File: src/rtl/sput_pkg.sv
package sput_pkg;

    typedef enum logic [0:0] {
        ST_IDLE = 1'b0,
        ST_WAIT = 1'b1
    } sput_state_e;

    typedef struct packed {
        logic nb;
        logic ctrl;
        logic test;
        logic atomic;
    } sput_flags_t;

    localparam int unsigned SEL_W         = 4;
    localparam int unsigned SEL_SPAN      = 1 << SEL_W;
    localparam logic [3:0]  CAUSE_ILLEGAL = 4'd2;

endpackage

File: src/rtl/sput_link_slot.sv
module sput_link_slot #(
    parameter int unsigned DATA_W = 32
) (
    input  logic              clk,
    input  logic              rst_n,
    input  logic              load,
    input  logic [DATA_W-1:0] load_data,
    input  logic              load_last,
    input  logic              tready,
    output logic              tvalid,
    output logic              tlast,
    output logic [DATA_W-1:0] tdata,
    output logic              space
);

    typedef struct packed {
        logic              valid;
        logic              last;
        logic [DATA_W-1:0] data;
    } slot_t;

    slot_t slot_d, slot_q;

    always_comb begin
        slot_d = slot_q;
        if (slot_q.valid && tready) begin
            slot_d.valid = 1'b0;
        end
        if (load) begin
            slot_d.valid = 1'b1;
            slot_d.last  = load_last;
            slot_d.data  = load_data;
        end
    end

    always_ff @(posedge clk) begin
        if (!rst_n) begin
            slot_q <= '0;
        end else begin
            slot_q <= slot_d;
        end
    end

    assign space  = !slot_q.valid || tready;
    assign tvalid = slot_q.valid;
    assign tlast  = slot_q.last;
    assign tdata  = slot_q.data;

endmodule

File: src/rtl/sput_ctrl.sv
module sput_ctrl
    import sput_pkg::*;
#(
    parameter int unsigned NLINK    = 4,
    parameter int unsigned DATA_W   = 32,
    parameter int unsigned ILL_MODE = 2,
    parameter int unsigned EXT_EN   = 1
) (
    input  logic              clk,
    input  logic              rst_n,
    input  logic              go,
    input  logic [DATA_W-1:0] go_data,
    input  logic [SEL_W-1:0]  go_sel,
    input  sput_flags_t       go_flags,
    input  logic [NLINK-1:0]  link_space,
    input  logic              irq_req,
    input  logic              insn_retire,
    output logic [NLINK-1:0]  load,
    output logic [DATA_W-1:0] load_data,
    output logic              load_last,
    output logic              stall,
    output logic              done,
    output logic              abort,
    output logic              carry_we,
    output logic              carry_val,
    output logic              trap_req,
    output logic [3:0]        trap_cause,
    output logic              irq_inhibit
);

    localparam logic [SEL_W:0] LINK_LIMIT = (SEL_W + 1)'(NLINK);
    localparam bit             TRAP_ON    = (ILL_MODE == 2);
    localparam bit             EXT_ON     = (EXT_EN != 0);

    typedef struct packed {
        sput_state_e       state;
        logic [SEL_W-1:0]  sel;
        logic [DATA_W-1:0] data;
        sput_flags_t       flags;
        logic              done;
        logic              abort;
        logic              carry_we;
        logic              carry;
        logic              trap;
        logic              inhibit;
    } ctrl_t;

    ctrl_t ctrl_d, ctrl_q;

    logic [SEL_SPAN-1:0] space_all;
    logic [SEL_SPAN-1:0] load_all;
    sput_flags_t         eff;
    logic                go_legal;
    logic                irq_ok;

    assign space_all = SEL_SPAN'(link_space);
    assign go_legal  = ({1'b0, go_sel} < LINK_LIMIT);
    assign irq_ok    = irq_req && EXT_ON && !ctrl_q.flags.atomic && !ctrl_q.inhibit;

    always_comb begin
        eff = go_flags;
        if (!EXT_ON) begin
            eff.test   = 1'b0;
            eff.atomic = 1'b0;
        end
    end

    always_comb begin
        ctrl_d          = ctrl_q;
        ctrl_d.done     = 1'b0;
        ctrl_d.abort    = 1'b0;
        ctrl_d.carry_we = 1'b0;
        ctrl_d.trap     = 1'b0;
        if (insn_retire) begin
            ctrl_d.inhibit = 1'b0;
        end
        load_all  = '0;
        load_data = ctrl_q.data;
        load_last = ctrl_q.flags.ctrl;

        case (ctrl_q.state)
            ST_IDLE: begin
                if (go) begin
                    if (!go_legal) begin
                        ctrl_d.inhibit = 1'b0;
                        if (TRAP_ON) begin
                            ctrl_d.trap = 1'b1;
                        end else begin
                            ctrl_d.done = 1'b1;
                        end
                    end else if (space_all[go_sel] || eff.nb) begin
                        ctrl_d.done    = 1'b1;
                        ctrl_d.inhibit = eff.atomic;
                        if (eff.nb) begin
                            ctrl_d.carry_we = 1'b1;
                            ctrl_d.carry    = !space_all[go_sel];
                        end
                        load_data = go_data;
                        load_last = eff.ctrl;
                        if (space_all[go_sel] && !eff.test) begin
                            load_all[go_sel] = 1'b1;
                        end
                    end else begin
                        ctrl_d.state = ST_WAIT;
                        ctrl_d.sel   = go_sel;
                        ctrl_d.data  = go_data;
                        ctrl_d.flags = eff;
                    end
                end
            end
            ST_WAIT: begin
                if (space_all[ctrl_q.sel]) begin
                    ctrl_d.state   = ST_IDLE;
                    ctrl_d.done    = 1'b1;
                    ctrl_d.inhibit = ctrl_q.flags.atomic;
                    load_all[ctrl_q.sel] = !ctrl_q.flags.test;
                end else if (irq_ok) begin
                    ctrl_d.state = ST_IDLE;
                    ctrl_d.abort = 1'b1;
                end
            end
            default: begin
                ctrl_d.state = ST_IDLE;
            end
        endcase
    end

    always_ff @(posedge clk) begin
        if (!rst_n) begin
            ctrl_q <= '0;
        end else begin
            ctrl_q <= ctrl_d;
        end
    end

    assign load        = load_all[NLINK-1:0];
    assign stall       = (ctrl_q.state == ST_WAIT);
    assign done        = ctrl_q.done;
    assign abort       = ctrl_q.abort;
    assign carry_we    = ctrl_q.carry_we;
    assign carry_val   = ctrl_q.carry;
    assign trap_req    = ctrl_q.trap;
    assign trap_cause  = ctrl_q.trap ? CAUSE_ILLEGAL : 4'd0;
    assign irq_inhibit = ctrl_q.inhibit || (stall && ctrl_q.flags.atomic);

endmodule

File: src/rtl/sput_link_unit.sv
module sput_link_unit
    import sput_pkg::*;
#(
    parameter int unsigned NLINK     = 4,
    parameter int unsigned DATA_W    = 32,
    parameter int unsigned ILL_MODE  = 2,
    parameter int unsigned EXT_EN    = 1,
    parameter int unsigned TWO_CYCLE = 0
) (
    input  logic                        clk,
    input  logic                        rst_n,
    input  logic                        op_valid,
    input  logic [DATA_W-1:0]           op_rs1,
    input  logic [DATA_W-1:0]           op_rs2,
    input  logic                        op_nb,
    input  logic                        op_ctrl,
    input  logic                        op_test,
    input  logic                        op_atomic,
    input  logic                        irq_req,
    input  logic                        insn_retire,
    input  logic [NLINK-1:0]            m_tready,
    output logic [NLINK-1:0]            m_tvalid,
    output logic [NLINK-1:0]            m_tlast,
    output logic [NLINK-1:0][DATA_W-1:0] m_tdata,
    output logic                        stall,
    output logic                        op_done,
    output logic                        op_abort,
    output logic                        carry_we,
    output logic                        carry_val,
    output logic                        trap_req,
    output logic [3:0]                  trap_cause,
    output logic                        irq_inhibit
);

    if (NLINK < 1 || NLINK > SEL_SPAN) begin : g_bad_links
        $error("sput_link_unit: NLINK out of range");
    end

    sput_flags_t        op_flags;
    logic               go;
    logic [DATA_W-1:0]  go_data;
    logic [SEL_W-1:0]   go_sel;
    sput_flags_t        go_flags;
    logic [NLINK-1:0]   link_space;
    logic [NLINK-1:0]   load;
    logic [DATA_W-1:0]  load_data;
    logic               load_last;
    logic               unused_sel_hi;

    assign op_flags      = '{nb: op_nb, ctrl: op_ctrl, test: op_test, atomic: op_atomic};
    assign unused_sel_hi = ^op_rs2[DATA_W-1:SEL_W];

    if (TWO_CYCLE != 0) begin : g_stage
        typedef struct packed {
            logic              vld;
            logic [SEL_W-1:0]  sel;
            logic [DATA_W-1:0] data;
            sput_flags_t       flags;
        } stage_t;

        stage_t stage_d, stage_q;

        always_comb begin
            stage_d.vld   = op_valid;
            stage_d.sel   = op_rs2[SEL_W-1:0];
            stage_d.data  = op_rs1;
            stage_d.flags = op_flags;
        end

        always_ff @(posedge clk) begin
            if (!rst_n) begin
                stage_q <= '0;
            end else begin
                stage_q <= stage_d;
            end
        end

        assign go       = stage_q.vld;
        assign go_sel   = stage_q.sel;
        assign go_data  = stage_q.data;
        assign go_flags = stage_q.flags;
    end else begin : g_direct
        assign go       = op_valid;
        assign go_sel   = op_rs2[SEL_W-1:0];
        assign go_data  = op_rs1;
        assign go_flags = op_flags;
    end

    sput_ctrl #(
        .NLINK    (NLINK),
        .DATA_W   (DATA_W),
        .ILL_MODE (ILL_MODE),
        .EXT_EN   (EXT_EN)
    ) u_ctrl (
        .clk         (clk),
        .rst_n       (rst_n),
        .go          (go),
        .go_data     (go_data),
        .go_sel      (go_sel),
        .go_flags    (go_flags),
        .link_space  (link_space),
        .irq_req     (irq_req),
        .insn_retire (insn_retire),
        .load        (load),
        .load_data   (load_data),
        .load_last   (load_last),
        .stall       (stall),
        .done        (op_done),
        .abort       (op_abort),
        .carry_we    (carry_we),
        .carry_val   (carry_val),
        .trap_req    (trap_req),
        .trap_cause  (trap_cause),
        .irq_inhibit (irq_inhibit)
    );

    for (genvar i = 0; i < NLINK; i++) begin : g_link
        sput_link_slot #(
            .DATA_W (DATA_W)
        ) u_slot (
            .clk       (clk),
            .rst_n     (rst_n),
            .load      (load[i]),
            .load_data (load_data),
            .load_last (load_last),
            .tready    (m_tready[i]),
            .tvalid    (m_tvalid[i]),
            .tlast     (m_tlast[i]),
            .tdata     (m_tdata[i]),
            .space     (link_space[i])
        );
    end

endmodule

File: config.mk
export PLATFORM = sky130hd
export DESIGN_NAME = sput_link_unit
export DESIGN_NICKNAME = d
export VERILOG_FILES = /design/src/rtl/sput_pkg.sv /design/src/rtl/sput_link_slot.sv /design/src/rtl/sput_ctrl.sv /design/src/rtl/sput_link_unit.sv
export SDC_FILE = /design/constraint.sdc
export NUM_CORES = 1
export LEC_CHECK = 0
export BUFFER_PORTS_ARGS = -buffer_cell sky130_fd_sc_hd__buf_2
export CORE_ASPECT_RATIO = 0.75
export CORE_UTILIZATION = 50
export DETAILED_ROUTE_END_ITERATION = 10
export HOLD_SLACK_MARGIN = 0.1
export PLACE_DENSITY = 0.79
export RECOVER_POWER = 25
export SLEW_MARGIN = 20
export SYNTH_ARGS = -nofsm -noshare
export SYNTH_HDL_FRONTEND = slang
export SYNTH_SLANG_ARGS = --single-unit
File: constraint.sdc
create_clock -name clk -period 2.8 [get_ports clk]
set_input_delay 0.42 -clock clk [delete_from_list [all_inputs] [get_ports clk]]
set_output_delay 0.42 -clock clk [all_outputs]
set_load 0.03 [all_outputs]
==> impl_metrics.xml <==
<?xml version="1.0" encoding="UTF-8"?>
<metrics>
  <group name="clock_network">
    <metric name="tritoncts" unit="">done</metric>
    <metric name="worstSkewPairLatency" unit="ns">0.42</metric>
    <metric name="path_clk_slew" unit="ns">0.07</metric>
    <metric name="cts_root_buffer" unit="">sky130_fd_sc_hd__clkbuf_16</metric>
    <metric name="cts_hold_buf" unit="">0</metric>
    <metric name="cts_inserted_buffers" unit="">17</metric>
    <metric name="htreeDepth" unit="">4</metric>
    <metric name="cts_sinks" unit="">182</metric>
    <metric name="cts_repair_resize_count" unit="">0</metric>
    <metric name="clk_path_buf_depth" unit="">2</metric>
    <metric name="postCtsSetupRepairBufs" unit="">0</metric>
  </group>
  <group name="pwr">
    <metric name="power.leakage" unit="nW">3.48</metric>
    <metric name="p_total" unit="mW">5.49</metric>
    <metric name="power_per_cell_area" unit="nW/um^2">662</metric>
    <metric name="max-vdd-ir-drop" unit="mV">0.450</metric>
  </group>
  <group name="critical_path">
    <metric name="reg2reg_depth" unit="">6</metric>
    <metric name="start_kind" unit="">flip-flop</metric>
    <metric name="slowest_stage" unit="">sky130_fd_sc_hd__or4b_1</metric>
    <metric name="worstPathCellList" unit="">or4b_1 &gt; or4b_4 &gt; a21oi_4 &gt; buf_12 &gt; o21ai_0 &gt; a21oi_1</metric>
    <metric name="cp_capture_type" unit="">flip-flop</metric>
    <metric name="cp.depth" unit="">6</metric>
    <metric name="setup.reg_to_reg.worst_slack" unit="ns">0.49</metric>
    <metric name="worst_path_dominant_cell_family" unit="">simple AND/OR/NAND/NOR gates</metric>
    <metric name="crit-reg2reg-launch" unit="">u_ctrl.stall</metric>
    <metric name="critical_path.max_stage_delay" unit="ns">0.53</metric>
    <metric name="worst-endpoint-arrival" unit="ns">2.65</metric>
    <metric name="setup.worst_path.class" unit="">reg -&gt; reg</metric>
    <metric name="worst-endpoint-required" unit="ns">3.14</metric>
    <metric name="worstSetupStartpoint" unit="">u_ctrl.stall</metric>
    <metric name="cp.buffers_inverters" unit="">1</metric>
    <metric name="cp_max_fo" unit="">42</metric>
    <metric name="reg2reg_to" unit="">g_link[2].u_slot.tdata[1]</metric>
  </group>
  <group name="route">
    <metric name="routed_wirelength" unit="mm">17.7</metric>
    <metric name="final_antenna_net_count" unit="">0</metric>
    <metric name="drt-vias-per-instance" unit="">5.44</metric>
    <metric name="detail_route.drc_violations" unit="">0</metric>
    <metric name="drt-wirelength-per-cell" unit="um">16.5</metric>
    <metric name="detailroute.via_count" unit="">5842</metric>
    <metric name="first_pass_iters" unit="">5</metric>
    <metric name="initialDrtViolationCount" unit="">315</metric>
  </group>
  <group name="synth">
    <metric name="ys.warnings.count" unit="">0</metric>
    <metric name="synthesis.instances" unit="">730</metric>
    <metric name="synth.lib_cells_used.distinct" unit="">39</metric>
    <metric name="seq_area_frac_synth" unit="">0.548</metric>
    <metric name="synthesis.area" unit="um^2">6650</metric>
    <metric name="flip_flop_and_latch_count_after_synthesis" unit="">182</metric>
    <metric name="syn-mean-instance-area" unit="um^2">9.11</metric>
  </group>
  <group name="timing">
    <metric name="setup_tns" unit="ns">0</metric>
    <metric name="final.setup_skew" unit="ns">0.0129</metric>
    <metric name="final_min_period_over_clock_period" unit="">0.825</metric>
    <metric name="slew-limit-headroom" unit="">-0.0250</metric>
    <metric name="rsz0062_at_grt" unit="">no</metric>
    <metric name="finalSetupViolations" unit="">0</metric>
    <metric name="timing.final.max_slew_violations" unit="">48</metric>
    <metric name="finalHoldViolCount" unit="">0</metric>
    <metric name="final.min_clock_period" unit="ns">2.31</metric>
    <metric name="tightestPinTransition" unit="ns">1.54</metric>
    <metric name="achievable-frequency" unit="MHz">433</metric>
  </group>
  <group name="global_route">
    <metric name="grt_max_degree" unit="">57</metric>
    <metric name="track_usage" unit="">0.258</metric>
    <metric name="globalRoute.totalOverflow" unit="">0</metric>
    <metric name="grt_first_pass_wirelength" unit="mm">27.6</metric>
    <metric name="antenna_found_initial" unit="">1</metric>
    <metric name="vias_in_the_first_global_route" unit="">5216</metric>
  </group>
  <group name="floorplanning">
    <metric name="die_w" unit="um">135</metric>
    <metric name="floorplan.die_area" unit="um^2">13800</metric>
    <metric name="ios" unit="">224</metric>
    <metric name="die_h" unit="um">102</metric>
    <metric name="start_util" unit="">0.513</metric>
    <metric name="std_cell_rows" unit="">36</metric>
    <metric name="core" unit="um^2">13000</metric>
  </group>
  <group name="final_layout">
    <metric name="flow.area_growth_from_synthesis" unit="%">24.6</metric>
    <metric name="finish.net_count" unit="">967</metric>
    <metric name="antenna_cells_inserted" unit="">0</metric>
    <metric name="post_route_cells_drive_above_1_share" unit="">0.206</metric>
  </group>
  <group name="placement">
    <metric name="place_congestion" unit="">0.854</metric>
    <metric name="place.port_buffers" unit="">192</metric>
    <metric name="hpwl" unit="mm">11.4</metric>
  </group>
  <group name="status">
    <metric name="status" unit="">complete, but fails checks</metric>
    <metric name="violations" unit="">max-capacitance violations, max-slew violations</metric>
  </group>
  <group name="hold_path">
    <metric name="worst_hold_path_type" unit="">in -&gt; reg</metric>
    <metric name="hold_path.startpoint" unit="">op_rs1[27]</metric>
    <metric name="min_delay_worst_endpoint" unit="">u_ctrl.ctrl_q[37]</metric>
    <metric name="min_delay_path_depth" unit="">3</metric>
  </group>
  <group name="job">
    <metric name="max_cap_viols" unit="">1</metric>
  </group>
</metrics>
cells by family after synthesis:
| family | count (synthesis) | synth area share |
|---|---|---|
| compound gates | 325 | 0.258 |
| buf+inv | 74 | 0.0551 |
| flops | 182 | 0.548 |
| mux | 38 | 0.0611 |
| other cells | 1 | 0.000564 |
| simple gates | 110 | 0.0780 |
flip-flops by register name, indices dropped and copies added, names as in the netlist:
| name | cells |
|---|---|
| u_ctrl.carry_val | 1 |
| u_ctrl.carry_we | 1 |
| u_ctrl.abort | 1 |
| g_link.u_slot.tlast | 4 |
| u_ctrl.done | 1 |
| g_link.u_slot.tvalid | 4 |
| g_link.u_slot.tdata | 128 |
| u_ctrl.trap_req | 1 |
| u_ctrl.ctrl_q | 40 |
| u_ctrl.stall | 1 |
worst max-delay path by stage:
stage,endpoint,slack (ns)
floorplan,g_link[2].u_slot.tdata[13],0.55
global placement,g_link[2].u_slot.tdata[31],0.37
detailed placement,g_link[2].u_slot.tdata[1],0.31
CTS,g_link[2].u_slot.tdata[1],0.46
global route,g_link[2].u_slot.tdata[1],0.36
finish,g_link[2].u_slot.tdata[1],0.49
worst min-delay path, delay by kind of cell:
family / cells / cell delay [ns]
compound gates: 1 / 0.05
buf+inv: 1 / 0.11
simple gates: 1 / 0.05
final cells by class:
class | count | area (um^2)
clock buffer | 18 | 439
sequential | 182 | 3640
tap | 171 | 214
timing repair buffer | 212 | 1100
fill | 1135 | 4680
clock inverter | 13 | 176
multi-input combinational | 476 | 2710
inverter | 1 | 3.75
per-layer routing:
metal	vias up	routed length, um	global-route usage
met5	-	10	0
met1	2706	8090	0.346
met2	229	7960	0.408
li1	2889	-	-
met3	16	1460	0.0714
met4	2	136	0.0717
Yosys cell counts:
| cell | instances | area (um^2) |
|---|---|---|
| sky130_fd_sc_hd__mux2i_1 | 35 | 350 |
| sky130_fd_sc_hd__nand3b_1 | 4 | 30.0 |
| sky130_fd_sc_hd__nand2b_1 | 6 | 37.5 |
| sky130_fd_sc_hd__a21oi_2 | 10 | 87.6 |
| sky130_fd_sc_hd__o21ai_0 | 123 | 616 |
| sky130_fd_sc_hd__nor4_1 | 1 | 6.26 |
| sky130_fd_sc_hd__o22ai_1 | 1 | 6.26 |
| sky130_fd_sc_hd__buf_6 | 2 | 22.5 |
| sky130_fd_sc_hd__nor2b_1 | 6 | 37.5 |
| sky130_fd_sc_hd__a41o_1 | 1 | 10.0 |
| sky130_fd_sc_hd__mux2_2 | 1 | 11.3 |
| sky130_fd_sc_hd__nor4b_1 | 2 | 17.5 |
| sky130_fd_sc_hd__inv_1 | 1 | 3.75 |
| sky130_fd_sc_hd__a21oi_1 | 166 | 831 |
| sky130_fd_sc_hd__a21o_1 | 1 | 7.51 |
| sky130_fd_sc_hd__buf_2 | 14 | 70.1 |
| sky130_fd_sc_hd__clkbuf_1 | 42 | 158 |
| sky130_fd_sc_hd__nor4b_2 | 1 | 15.0 |
| sky130_fd_sc_hd__nand2_1 | 76 | 285 |
| sky130_fd_sc_hd__and3_1 | 3 | 18.8 |
| sky130_fd_sc_hd__mux4_2 | 2 | 45.0 |
| sky130_fd_sc_hd__a311oi_1 | 2 | 17.5 |
| sky130_fd_sc_hd__conb_1 | 1 | 3.75 |
| sky130_fd_sc_hd__a21boi_2 | 1 | 11.3 |
| sky130_fd_sc_hd__a31oi_1 | 4 | 25.0 |
| sky130_fd_sc_hd__dfxtp_1 | 182 | 3640 |
| sky130_fd_sc_hd__nand3_1 | 2 | 10.0 |
| sky130_fd_sc_hd__a21oi_4 | 1 | 16.3 |
| sky130_fd_sc_hd__a211oi_1 | 1 | 7.51 |
| sky130_fd_sc_hd__or4b_4 | 1 | 13.8 |
| sky130_fd_sc_hd__or4b_1 | 1 | 10.0 |
| sky130_fd_sc_hd__a2111oi_0 | 1 | 8.76 |
| sky130_fd_sc_hd__or3b_2 | 1 | 8.76 |
| sky130_fd_sc_hd__nor2_1 | 4 | 15.0 |
| sky130_fd_sc_hd__nand4b_1 | 1 | 8.76 |
| sky130_fd_sc_hd__buf_4 | 15 | 113 |
| sky130_fd_sc_hd__o21ai_1 | 11 | 55.1 |
| sky130_fd_sc_hd__o31ai_1 | 2 | 15.0 |
| sky130_fd_sc_hd__nor3_1 | 1 | 5.00 |
power breakdown:
part           internal, mW  leakage [nW]  switching, mW
registers              2.63          1.47         0.0239
logic                 0.111          1.71          0.251
clock network          1.44         0.299           1.03
total                  4.18          3.48           1.30
through the flow:
| step | hold WS (ns) | cell area (um^2) | util | setup slack, ns | cells |
|---|---|---|---|---|---|
| after CTS | 0.233 | 8400 | 0.647 | 0.455 | 1073 |
| after global placement | 0.441 | 7780 | 0.600 | 0.368 | 1042 |
| after detailed placement | 0.448 | 7780 | 0.600 | 0.312 | 1042 |
| after floorplan | 0.431 | 6660 | - | 0.553 | 732 |
| final | 0.250 | 8290 | 0.639 | 0.489 | 1073 |
| after global routing | 0.245 | 8290 | 0.639 | 0.357 | 1073 |
placed cells by master (no fill, tap or decap), drive strengths merged, types with 3 or more instances in the layout:
cell type,n
and3,3
conb,3
a31oi,4
a21oi,177
mux2i,35
nor4b,3
o21ai,134
dfxtp,182
clkbuf,97
nand2b,6
nor2,4
clkinv,8
nand3b,4
buf,133
bufinv,3
nor2b,6
nand2,76
Note: power is estimated with default switching activity, not from simulation.
